`src/rtl/pwmt_pkg.sv`:
```
package pwmt_pkg;

    // Count-rate selection codes
    typedef enum logic [1:0] {
        RATE_DIV4     = 2'd0,
        RATE_DIV16    = 2'd1,
        RATE_DIV64    = 2'd2,
        RATE_DIV64_B  = 2'd3
    } rate_sel_e;

    // PWM period width codes
    typedef enum logic [1:0] {
        PER_FULL   = 2'd0,
        PER_LESS1  = 2'd1,
        PER_LESS2  = 2'd2,
        PER_FULL_B = 2'd3
    } per_sel_e;

    // Number of bits removed from the full counter width for a period code
    function automatic int unsigned period_shift(per_sel_e sel);
        case (sel)
            PER_LESS1: return 1;
            PER_LESS2: return 2;
            default:   return 0;
        endcase
    endfunction

endpackage

```
`src/rtl/pwmt_prescaler.sv`:
```
module pwmt_prescaler #(
    parameter int NUM_TAPS = 3,
    parameter int TAP_BITS = 2
) (
    input  logic                clk,
    input  logic                rst_n,
    input  logic                run_i,
    output logic [NUM_TAPS-1:0] tick_o
);
    localparam int PW = NUM_TAPS * TAP_BITS;

    typedef struct packed {
        logic [PW-1:0] cnt;
    } presc_st_t;

    presc_st_t st_d, st_q;

    always_comb begin
        st_d = st_q;
        if (run_i) begin
            st_d.cnt = st_q.cnt + 1'b1;
        end else begin
            st_d.cnt = '0;
        end
    end

    always_ff @(posedge clk or negedge rst_n) begin
        if (!rst_n) begin
            st_q <= '0;
        end else begin
            st_q <= st_d;
        end
    end

    // Tap i fires once every 2^((i+1)*TAP_BITS) cycles while running
    for (genvar i = 0; i < NUM_TAPS; i++) begin : g_tap
        assign tick_o[i] = run_i && (&st_q.cnt[(i+1)*TAP_BITS-1:0]);
    end

endmodule

```
`src/rtl/pwmt_cmp_buf.sv`:
```
module pwmt_cmp_buf #(
    parameter int W = 8
) (
    input  logic         clk,
    input  logic         rst_n,
    input  logic         wr_i,
    input  logic [W-1:0] wdata_i,
    input  logic         direct_i,
    input  logic         load_i,
    output logic [W-1:0] buf_o,
    output logic [W-1:0] act_o
);
    typedef struct packed {
        logic [W-1:0] hold;
        logic [W-1:0] act;
    } cmp_st_t;

    cmp_st_t st_d, st_q;

    always_comb begin
        st_d = st_q;
        if (wr_i) begin
            st_d.hold = wdata_i;
        end
        if (wr_i && direct_i) begin
            st_d.act = wdata_i;
        end else if (load_i) begin
            st_d.act = st_q.hold;
        end
    end

    always_ff @(posedge clk or negedge rst_n) begin
        if (!rst_n) begin
            st_q <= '0;
        end else begin
            st_q <= st_d;
        end
    end

    assign buf_o = st_q.hold;
    assign act_o = st_q.act;

endmodule

```
`src/rtl/pwmt_counter.sv`:
```
module pwmt_counter
    import pwmt_pkg::*;
#(
    parameter int W = 8
) (
    input  logic         clk,
    input  logic         rst_n,
    input  logic         tick_i,
    input  logic         run_i,
    input  logic         timer_mode_i,
    input  logic [1:0]   per_sel_i,
    input  logic [W-1:0] cmp_act_i,
    input  logic [W-1:0] cmp_buf_i,
    output logic         load_o,
    output logic [W-1:0] count_o,
    output logic         match_o,
    output logic         ovf_o,
    output logic         pwm_o
);
    localparam logic [W-1:0] ALL_ONES = '1;

    typedef struct packed {
        logic [W-1:0] cnt;
        logic         match;
        logic         ovf;
        logic         pwm;
    } cnt_st_t;

    cnt_st_t      st_d, st_q;
    logic         adv;
    logic         wrap;
    logic         ovf_ev;
    logic         match_ev;
    logic [W-1:0] top;
    logic [W-1:0] cmp_next;

    always_comb begin
        top      = ALL_ONES >> period_shift(per_sel_e'(per_sel_i));
        adv      = tick_i && run_i;
        wrap     = (st_q.cnt >= top);
        ovf_ev   = adv && !timer_mode_i && wrap;
        // At a wrap the buffered value becomes the one in force
        cmp_next = ovf_ev ? cmp_buf_i : cmp_act_i;

        st_d = st_q;
        if (!run_i) begin
            st_d.cnt = '0;
        end else if (adv) begin
            if (timer_mode_i) begin
                st_d.cnt = (st_q.cnt == cmp_act_i) ? '0 : st_q.cnt + 1'b1;
            end else begin
                st_d.cnt = wrap ? '0 : st_q.cnt + 1'b1;
            end
        end

        match_ev  = adv && (st_d.cnt == cmp_next);
        st_d.match = match_ev;
        st_d.ovf   = ovf_ev;

        if (!timer_mode_i) begin
            if (ovf_ev) begin
                st_d.pwm = (cmp_next != '0);
            end else if (match_ev) begin
                st_d.pwm = 1'b0;
            end
        end
    end

    always_ff @(posedge clk or negedge rst_n) begin
        if (!rst_n) begin
            st_q <= '0;
        end else begin
            st_q <= st_d;
        end
    end

    assign load_o  = ovf_ev;
    assign count_o = st_q.cnt;
    assign match_o = st_q.match;
    assign ovf_o   = st_q.ovf;
    assign pwm_o   = st_q.pwm;

endmodule

```
`src/rtl/pwm_interval_timer.sv`:
```
module pwm_interval_timer #(
    parameter int CNT_W    = 8,
    parameter int NUM_TAPS = 3,
    parameter int TAP_BITS = 2
) (
    input  logic             clk,
    input  logic             rst_n,
    input  logic             presc_run_i,
    input  logic             cnt_run_i,
    input  logic             timer_mode_i,
    input  logic [1:0]       clk_sel_i,
    input  logic [1:0]       per_sel_i,
    input  logic             cmp_wr_i,
    input  logic [CNT_W-1:0] cmp_wdata_i,
    output logic [CNT_W-1:0] count_o,
    output logic             match_o,
    output logic             ovf_o,
    output logic             pwm_o
);
    localparam int LAST_TAP = NUM_TAPS - 1;

    logic [NUM_TAPS-1:0] taps;
    logic                sel_tick;
    int                  sel_idx;
    logic                load;
    logic [CNT_W-1:0]    cmp_buf;
    logic [CNT_W-1:0]    cmp_act;

    pwmt_prescaler #(
        .NUM_TAPS (NUM_TAPS),
        .TAP_BITS (TAP_BITS)
    ) u_presc (
        .clk    (clk),
        .rst_n  (rst_n),
        .run_i  (presc_run_i),
        .tick_o (taps)
    );

    // Codes past the last tap fall back to the slowest rate
    always_comb begin
        sel_idx  = (int'(clk_sel_i) > LAST_TAP) ? LAST_TAP : int'(clk_sel_i);
        sel_tick = 1'b0;
        for (int i = 0; i < NUM_TAPS; i++) begin
            if (i == sel_idx) begin
                sel_tick = taps[i];
            end
        end
    end

    pwmt_cmp_buf #(
        .W (CNT_W)
    ) u_cmp (
        .clk      (clk),
        .rst_n    (rst_n),
        .wr_i     (cmp_wr_i),
        .wdata_i  (cmp_wdata_i),
        .direct_i (timer_mode_i),
        .load_i   (load),
        .buf_o    (cmp_buf),
        .act_o    (cmp_act)
    );

    pwmt_counter #(
        .W (CNT_W)
    ) u_cnt (
        .clk          (clk),
        .rst_n        (rst_n),
        .tick_i       (sel_tick),
        .run_i        (cnt_run_i),
        .timer_mode_i (timer_mode_i),
        .per_sel_i    (per_sel_i),
        .cmp_act_i    (cmp_act),
        .cmp_buf_i    (cmp_buf),
        .load_o       (load),
        .count_o      (count_o),
        .match_o      (match_o),
        .ovf_o        (ovf_o),
        .pwm_o        (pwm_o)
    );

endmodule

```
`config.mk`:
```
export PLATFORM = sky130hd
export DESIGN_NAME = pwm_interval_timer
export DESIGN_NICKNAME = d
export VERILOG_FILES = /design/src/rtl/pwmt_pkg.sv /design/src/rtl/pwmt_prescaler.sv /design/src/rtl/pwmt_cmp_buf.sv /design/src/rtl/pwmt_counter.sv /design/src/rtl/pwm_interval_timer.sv
export SDC_FILE = /design/constraint.sdc
export NUM_CORES = 1
export LEC_CHECK = 0
export ABC_AREA = 1
export BUFFER_PORTS_ARGS = -buffer_cell sky130_fd_sc_hd__buf_2
export CAP_MARGIN = 20
export CORE_UTILIZATION = 24
export CTS_CLUSTER_DIAMETER = 40
export DETAILED_ROUTE_END_ITERATION = 10
export PLACE_DENSITY = 0.44
export RECOVER_POWER = 100
export SYNTH_ARGS = -nofsm -noshare
export SYNTH_HDL_FRONTEND = slang
export SYNTH_SLANG_ARGS = --single-unit
```
`constraint.sdc`:
```
create_clock -name clk -period 2.85 [get_ports clk]
set_input_delay 0.285 -clock clk [delete_from_list [all_inputs] [get_ports clk]]
set_output_delay 0.285 -clock clk [all_outputs]
set_load 0.05 [all_outputs]
```
# Word level (Yosys, flattened, before mapping)
# Cells that the tools add are included.
# op_classes
eq_ne,6
n_div,0
n_lt_le_gt_ge,2
n_reduce_logical,16
muxes,15
n_bitwise,1
add_sub_neg,2
shifts,1
multipliers,0
# ops
operator,n
2-to-1 mux 8 bit,7
zero test 32 bit,1
== test 8 bit,2
"adder 8 x 1 -> 8 bit, second input constant",1
>= comparator 8 bit,1
logical AND 1 bit,8
nonzero test 8 bit,1
">> shifter 8 x 2 -> 8 bit, first input constant",1
"adder 6 x 1 -> 6 bit, second input constant",1
2-to-1 mux 6 bit,1
AND reduction 6 bit,1
2-to-1 mux 1 bit,5
case mux 2 bit (2 select lines),1
AND reduction 2 bit,2
AND reduction 4 bit,1
"== test 1 x 2 -> 1 bit, first input constant",1
"== test 2 x 1 -> 1 bit, second input constant",1
"== test 2 bit, first input constant",1
"== test 2 bit, second input constant",1
"> comparator 2 bit, second input constant",1
2-to-1 mux 2 bit,1
nonzero test 2 bit,1
zero test 1 bit,1
NOT 1 bit,1
# word_totals
mem_bits_rw,0
memories,0
in_bits,18
ff_bits,33
rom_bits,0
latch_bits,0

# Longest topological paths before layout
# logic_depth
word_depth,14
mapped_depth,21

# Modules after synthesis
# A second synthesis with hierarchy kept.
# hier_totals
cells_unflattened,347
hier_area_um2,2329.7
# by_module_without_submodules
mod,cells_each,area_per_inst_um2,n_inst
pwmt_counter,207,1198.6,1
pwmt_cmp_buf,96,793.3,1
pwmt_prescaler,38,312.8,1
pwm_interval_timer,6,25.0,1

# Least setup slack after synthesis
# No wires, ideal clock.
# synth_timing
path_kind,register -> register
start,"register u_cnt.st_q, in the netlist u_cnt.count_o[7]"
end,"register u_cnt.st_q, in the netlist u_cnt.pwm_o"
setup_ps,120
path_stages_with_launch,15
path_buffers,1
required_time_ps,2730
period_less_slack_ps,2324
arrival_ps,2204
setup_slack_ps,526
cell_sequence,dfrtp_1 -> ha_1 -> a21oi_1 -> nand3_2 -> nand3_4 -> buf_6 -> inv_2 -> nor2_1 -> nand2_1 -> nand2_1 -> nand3_1 -> nor2_1 -> nand3_1 -> nand2_1 -> nand2_1
# synth_via
word_cells_on_any_way,16
# synth_rtl
item,line,source
start: declaration,pwmt_counter.sv:29,"cnt_st_t st_d, st_q;"
start signal: assignment,pwmt_counter.sv:73,st_q <= st_d;
>= comparator 8 bit *,pwmt_counter.sv:40,wrap = (st_q.cnt >= top);
logical AND 1 bit *,pwmt_counter.sv:41,ovf_ev = adv && !timer_mode_i && wrap;
net load,pwm_interval_timer.sv:25,logic load;
2-to-1 mux 8 bit,pwmt_counter.sv:43,cmp_next = ovf_ev ? cmp_buf_i : cmp_act_i;
== test 8 bit,pwmt_counter.sv:56,match_ev = adv && (st_d.cnt == cmp_next);
logical AND 1 bit,pwmt_counter.sv:56,
nonzero test 2 bit (no source line),n/a,
AND reduction 2 bit (no source line),n/a,
# Mark *: on every way through the listed nets, which the timed path passes. The rest lies on a longest branch.
# A chain may end at the register's enable or synchronous reset.

# Worst setup path in the final report
# layout_timing
start,register u_presc.st_q[0] in the netlist's numbering
end,"register u_cnt.st_q, in the netlist u_cnt.pwm_o"
# layout_via
elab_chain_cells,13
word_cells_on_any_way,21
# layout_lines
item,line,source
start: declaration,pwmt_prescaler.sv:16,"presc_st_t st_d, st_q;"
start signal: assignment,pwmt_prescaler.sv:31,st_q <= st_d;
AND reduction 2 bit,pwmt_prescaler.sv:37,assign tick_o[i] = run_i && (&st_q.cnt[(i+1)*TAP_BITS-1:0]);
logical AND 1 bit,pwmt_prescaler.sv:37,
2-to-1 mux 1 bit (2 in a row),pwm_interval_timer.sv:44,if (i == sel_idx) begin
2-to-1 mux 1 bit *,pwm_interval_timer.sv:44,
logical AND 1 bit *,pwmt_counter.sv:39,adv = tick_i && run_i;
logical AND 1 bit (2 in a row),pwmt_counter.sv:41,
2-to-1 mux 8 bit,pwmt_counter.sv:43,
== test 8 bit,pwmt_counter.sv:56,
logical AND 1 bit,pwmt_counter.sv:56,
nonzero test 2 bit (no source line),n/a,
AND reduction 2 bit (no source line),n/a,
# Mark *: on every way between the ends. The rest lies on a longest branch, timed or not.

==> results.md <==
- Outcome: complete, but fails checks
- Failing checks: capacitance limit, slew limit
- Count of standard-cell rows: 33
- CTS HTree Levels: 2
- Final Net Count: 352
- Fmax: 0.406 GHz
- Number of gates resized after CTS: 0
- Register bit count reported by yosys: 33
- Clock tree skew after final layout: 0.00716 ns
- Post-route worst hold slack: 0.226 ns
- Routed length per instance: 12.9 µm
- Post-synthesis share of cell area spent on xor and xnor gates: 2.06%
- First element of the critical path: u_presc.st_q[0]
- Slew of the pin with the lowest slew margin: 1.82 ns
- Total GRT Usage: 13.7%
- Reg2Reg Depth: 15
- Number of global-route vias before repair: 1839
- Drt initial violations: 125
- Worst setup EP type: register
- Number of failing hold endpoints at the final stage: 0
- Antenna fix cells: 0
- Data arrival, critical path: 2.64 ns
- Finished Core Util: 29.1%
- CP max FO: 15
- Setup violation total in the final timing report: 0
- Syn Area/Cell: 7.18 µm²
- Largest voltage drop on the vdd net: 0.197 mV
- Max-capacitance violation count: 1
- Via Count: 1930
- Startpoint of the lowest-slack register-to-register path: u_presc.st_q[0]
- Post-Syn Area: 2120 µm²
- Library cell contributing the largest single delay on the critical path: sky130_fd_sc_hd__dfrtp_1
- Overall Power: 1080 µW
- Data required time of the worst path: 3.02 ns
- Compound-cell area share of the yosys netlist: 7.89%
- Critical path cell sequence: ha_1 > nand3_2 > nor2_1 > nor2_1 > nor2_8 > nor2_1 > inv_1 > o21ai_0 > nand3_1 > nand2_1 > nand2_1 > nor2_1 > nand3_1 > nand2_1 > nand2_1
- RSZ-0062 raised after global routing: false
- Largest net degree at the start of global routing: 34
- Multiplexer share of the synthesized area: 2.65%
- CTS Sinks: 33
- Number of instances in the synthesized netlist: 296
- DP Wirelength: 4420 µm
- Clock-pin slew of the registers on the worst-case setup and hold paths: 0.07 ns
- Leakage Power: 0.00130 µW
- Buffer cell driving the clock tree root: sky130_fd_sc_hd__clkbuf_8
- Worst slack at placement: 0.271 ns
- Synth async-reset ratio: 100%
- Main flop type after synthesis: sky130_fd_sc_hd__dfrtp_1
- Post-route clock period utilization: 86.4%
- Total Negative Setup Slacks: 0 ns
- Hold Crit Class: primary input to register
- Number of warning messages in the yosys log: 0
- DRT antenna net count: 0
- Simple-gate portion of the synthesized area: 34.9%
- Die area: 9230 µm²
- Fraction of final layout cells sized beyond drive strength 1: 13.7%
- Cell variety after synth: 26
- Worst Path Class, Setup: register to register
- Die boundary height: 96.1 µm
- Max Slew Vio Count: 34
- Skew-Pair Late Insertion Delay: 0.28 ns
- Power per standard cell area: 445 nW/µm²
- Global-route wire length before repair: 9290 µm
- Synthesis-to-layout area growth: 14.7%
- Buffers on Ports: 28
- Arithmetic-cell share of the synthesized area counting full adders, half adders and majority gates: 3.53%
- Type of element launching the critical path: register
- Aggregate global routing overflow: 0
- Worst Slack Setup Final: 0.387 ns
- Routability-driven placement congestion ratio: 0.863
- Synthesized Nets: 320
- Worst stage delay on the critical path: 0.40 ns
- Initial Utilization: 25.3%
- Post-route minimum period: 2.46 ns
- First-pass iteration count of the detailed router: 4
- Antenna violations before repair: 0
- # Post-CTS Setup Buffers: 0
- CP Capture Point: u_cnt.pwm_o
- TritonCTS clock tree: built
- Routed via count divided by cell count: 4.46
- Ports placed on the boundary: 29
- # DRC: 0
- Number of buffers inserted by hold repair at cts: 0
- Proportion of synthesized chip area in sequential cells: 38.9%
- Reg-to-reg endpoint: u_cnt.pwm_o
- Buffers from clock root to sink, at most: 2
- Number of synthesized flops with an enable pin: 0
- Aggregate routed wire length: 5600 µm
- Largest family of logic cells by synthesized area: simple AND/OR/NAND/NOR gates
- Horiz. Die Dim: 96.1 µm
- Setup slack, reg-to-reg: 0.39 ns
- Number of buffers created by CTS: 5
- Max-slew headroom: -21.1%
- Area inside the core boundary: 8380 µm²
[synthesized netlist by cell type (5+ instances only)]
| library cell | number | share of area, % |
|---|---|---|
| sky130_fd_sc_hd__inv_1 | 42 | 7.4 |
| sky130_fd_sc_hd__mux2_2 | 5 | 2.6 |
| sky130_fd_sc_hd__ha_1 | 6 | 3.5 |
| sky130_fd_sc_hd__nand2_1 | 91 | 16 |
| sky130_fd_sc_hd__inv_2 | 7 | 1.2 |
| sky130_fd_sc_hd__nand3_1 | 23 | 5.4 |
| sky130_fd_sc_hd__xor2_1 | 5 | 2.1 |
| sky130_fd_sc_hd__a21oi_1 | 7 | 1.6 |
| sky130_fd_sc_hd__nor2_1 | 25 | 4.4 |
| sky130_fd_sc_hd__dfrtp_1 | 33 | 39 |
| sky130_fd_sc_hd__nand4_1 | 9 | 2.6 |
| sky130_fd_sc_hd__o21ai_0 | 17 | 4.0 |
[power by group]
group	switching, µW	internal (µW)
registers	31.2	500
clock network	164	192
logic	130	67.4
total	325	759
[final cells by class]
type,instances,area [µm²]
clock buffers,7,86.3
fillers,938,5950
inverters,49,184
multi-input cells,210,1080
flip-flops and latches,33,826
well taps,105,131
repair buffers,29,129
[cell usage in the layout (no fill, tap or decap), types with 6 or more instances in the layout]
cell type,count
sky130_fd_sc_hd__dfrtp_1,33
sky130_fd_sc_hd__ha_1,6
sky130_fd_sc_hd__a21oi_1,7
sky130_fd_sc_hd__inv_2,6
sky130_fd_sc_hd__inv_1,43
sky130_fd_sc_hd__nand4_1,9
sky130_fd_sc_hd__buf_2,16
sky130_fd_sc_hd__nor2_1,27
sky130_fd_sc_hd__clkbuf_1,14
sky130_fd_sc_hd__o21ai_0,17
sky130_fd_sc_hd__nand3_1,23
sky130_fd_sc_hd__clkbuf_8,6
sky130_fd_sc_hd__nand2_1,91
[registers in the layout, indices dropped and copies added (netlist names)]
register       cells
u_cmp.act_o        8
u_cmp.buf_o        8
u_cnt.count_o      8
u_cnt.match_o      1
u_cnt.ovf_o        1
u_cnt.pwm_o        1
u_presc.st_q       6
[cell families after synthesis]
| logic type | count (synthesis) |
|---|---|
| AND/OR/NAND/NOR | 165 |
| AO/OA/AOI/OAI | 29 |
| buffers and inverters | 53 |
| flip-flops | 33 |
| XOR/XNOR | 5 |
| adder cells (fa/ha/maj) | 6 |
| multiplexers | 5 |
[worst min path at each step]
stage / start / endpoint / slack [ns] / cells after the start
2_1_floorplan: rst_n / u_cmp.act_o[0] / -0.01 / 0
3_3_place_gp: rst_n / u_presc.st_q[0] / 0.41 / 1
3_5_place_dp: rst_n / u_presc.st_q[0] / 0.41 / 1
4_1_cts: rst_n / u_cnt.count_o[3] / 0.11 / 1
5_1_grt: cmp_wdata_i[7] / u_cmp.buf_o[7] / 0.23 / 3
6_report: cmp_wdata_i[6] / u_cmp.act_o[6] / 0.23 / 3
[through the flow]
step	cells	instance area (µm²)
global placement	426	2370
finish	433	2440
floorplan	296	2120
detailed placement	426	2370
CTS	433	2460
global route	433	2440
[worst max-delay path: cells and delay by family (launching register included)]
kind                     cells  cell delay [ns]
flip-flops                   1             0.40
AND/OR/NAND/NOR             12             1.31
adder cells (fa/ha/maj)      1             0.26
buffers and inverters        1             0.06
AO/OA/AOI/OAI                1             0.35
[per-layer routing]
layer	global-route usage [%]	vias up	share of wire, %
li1	-	998	-
met1	19.4	871	53
met2	21.1	52	41
met3	1.97	9	3.9
met4	4.48	0	1.6
met5	0	-	0
No activity file was read; power rests on OpenSTA's default activity.
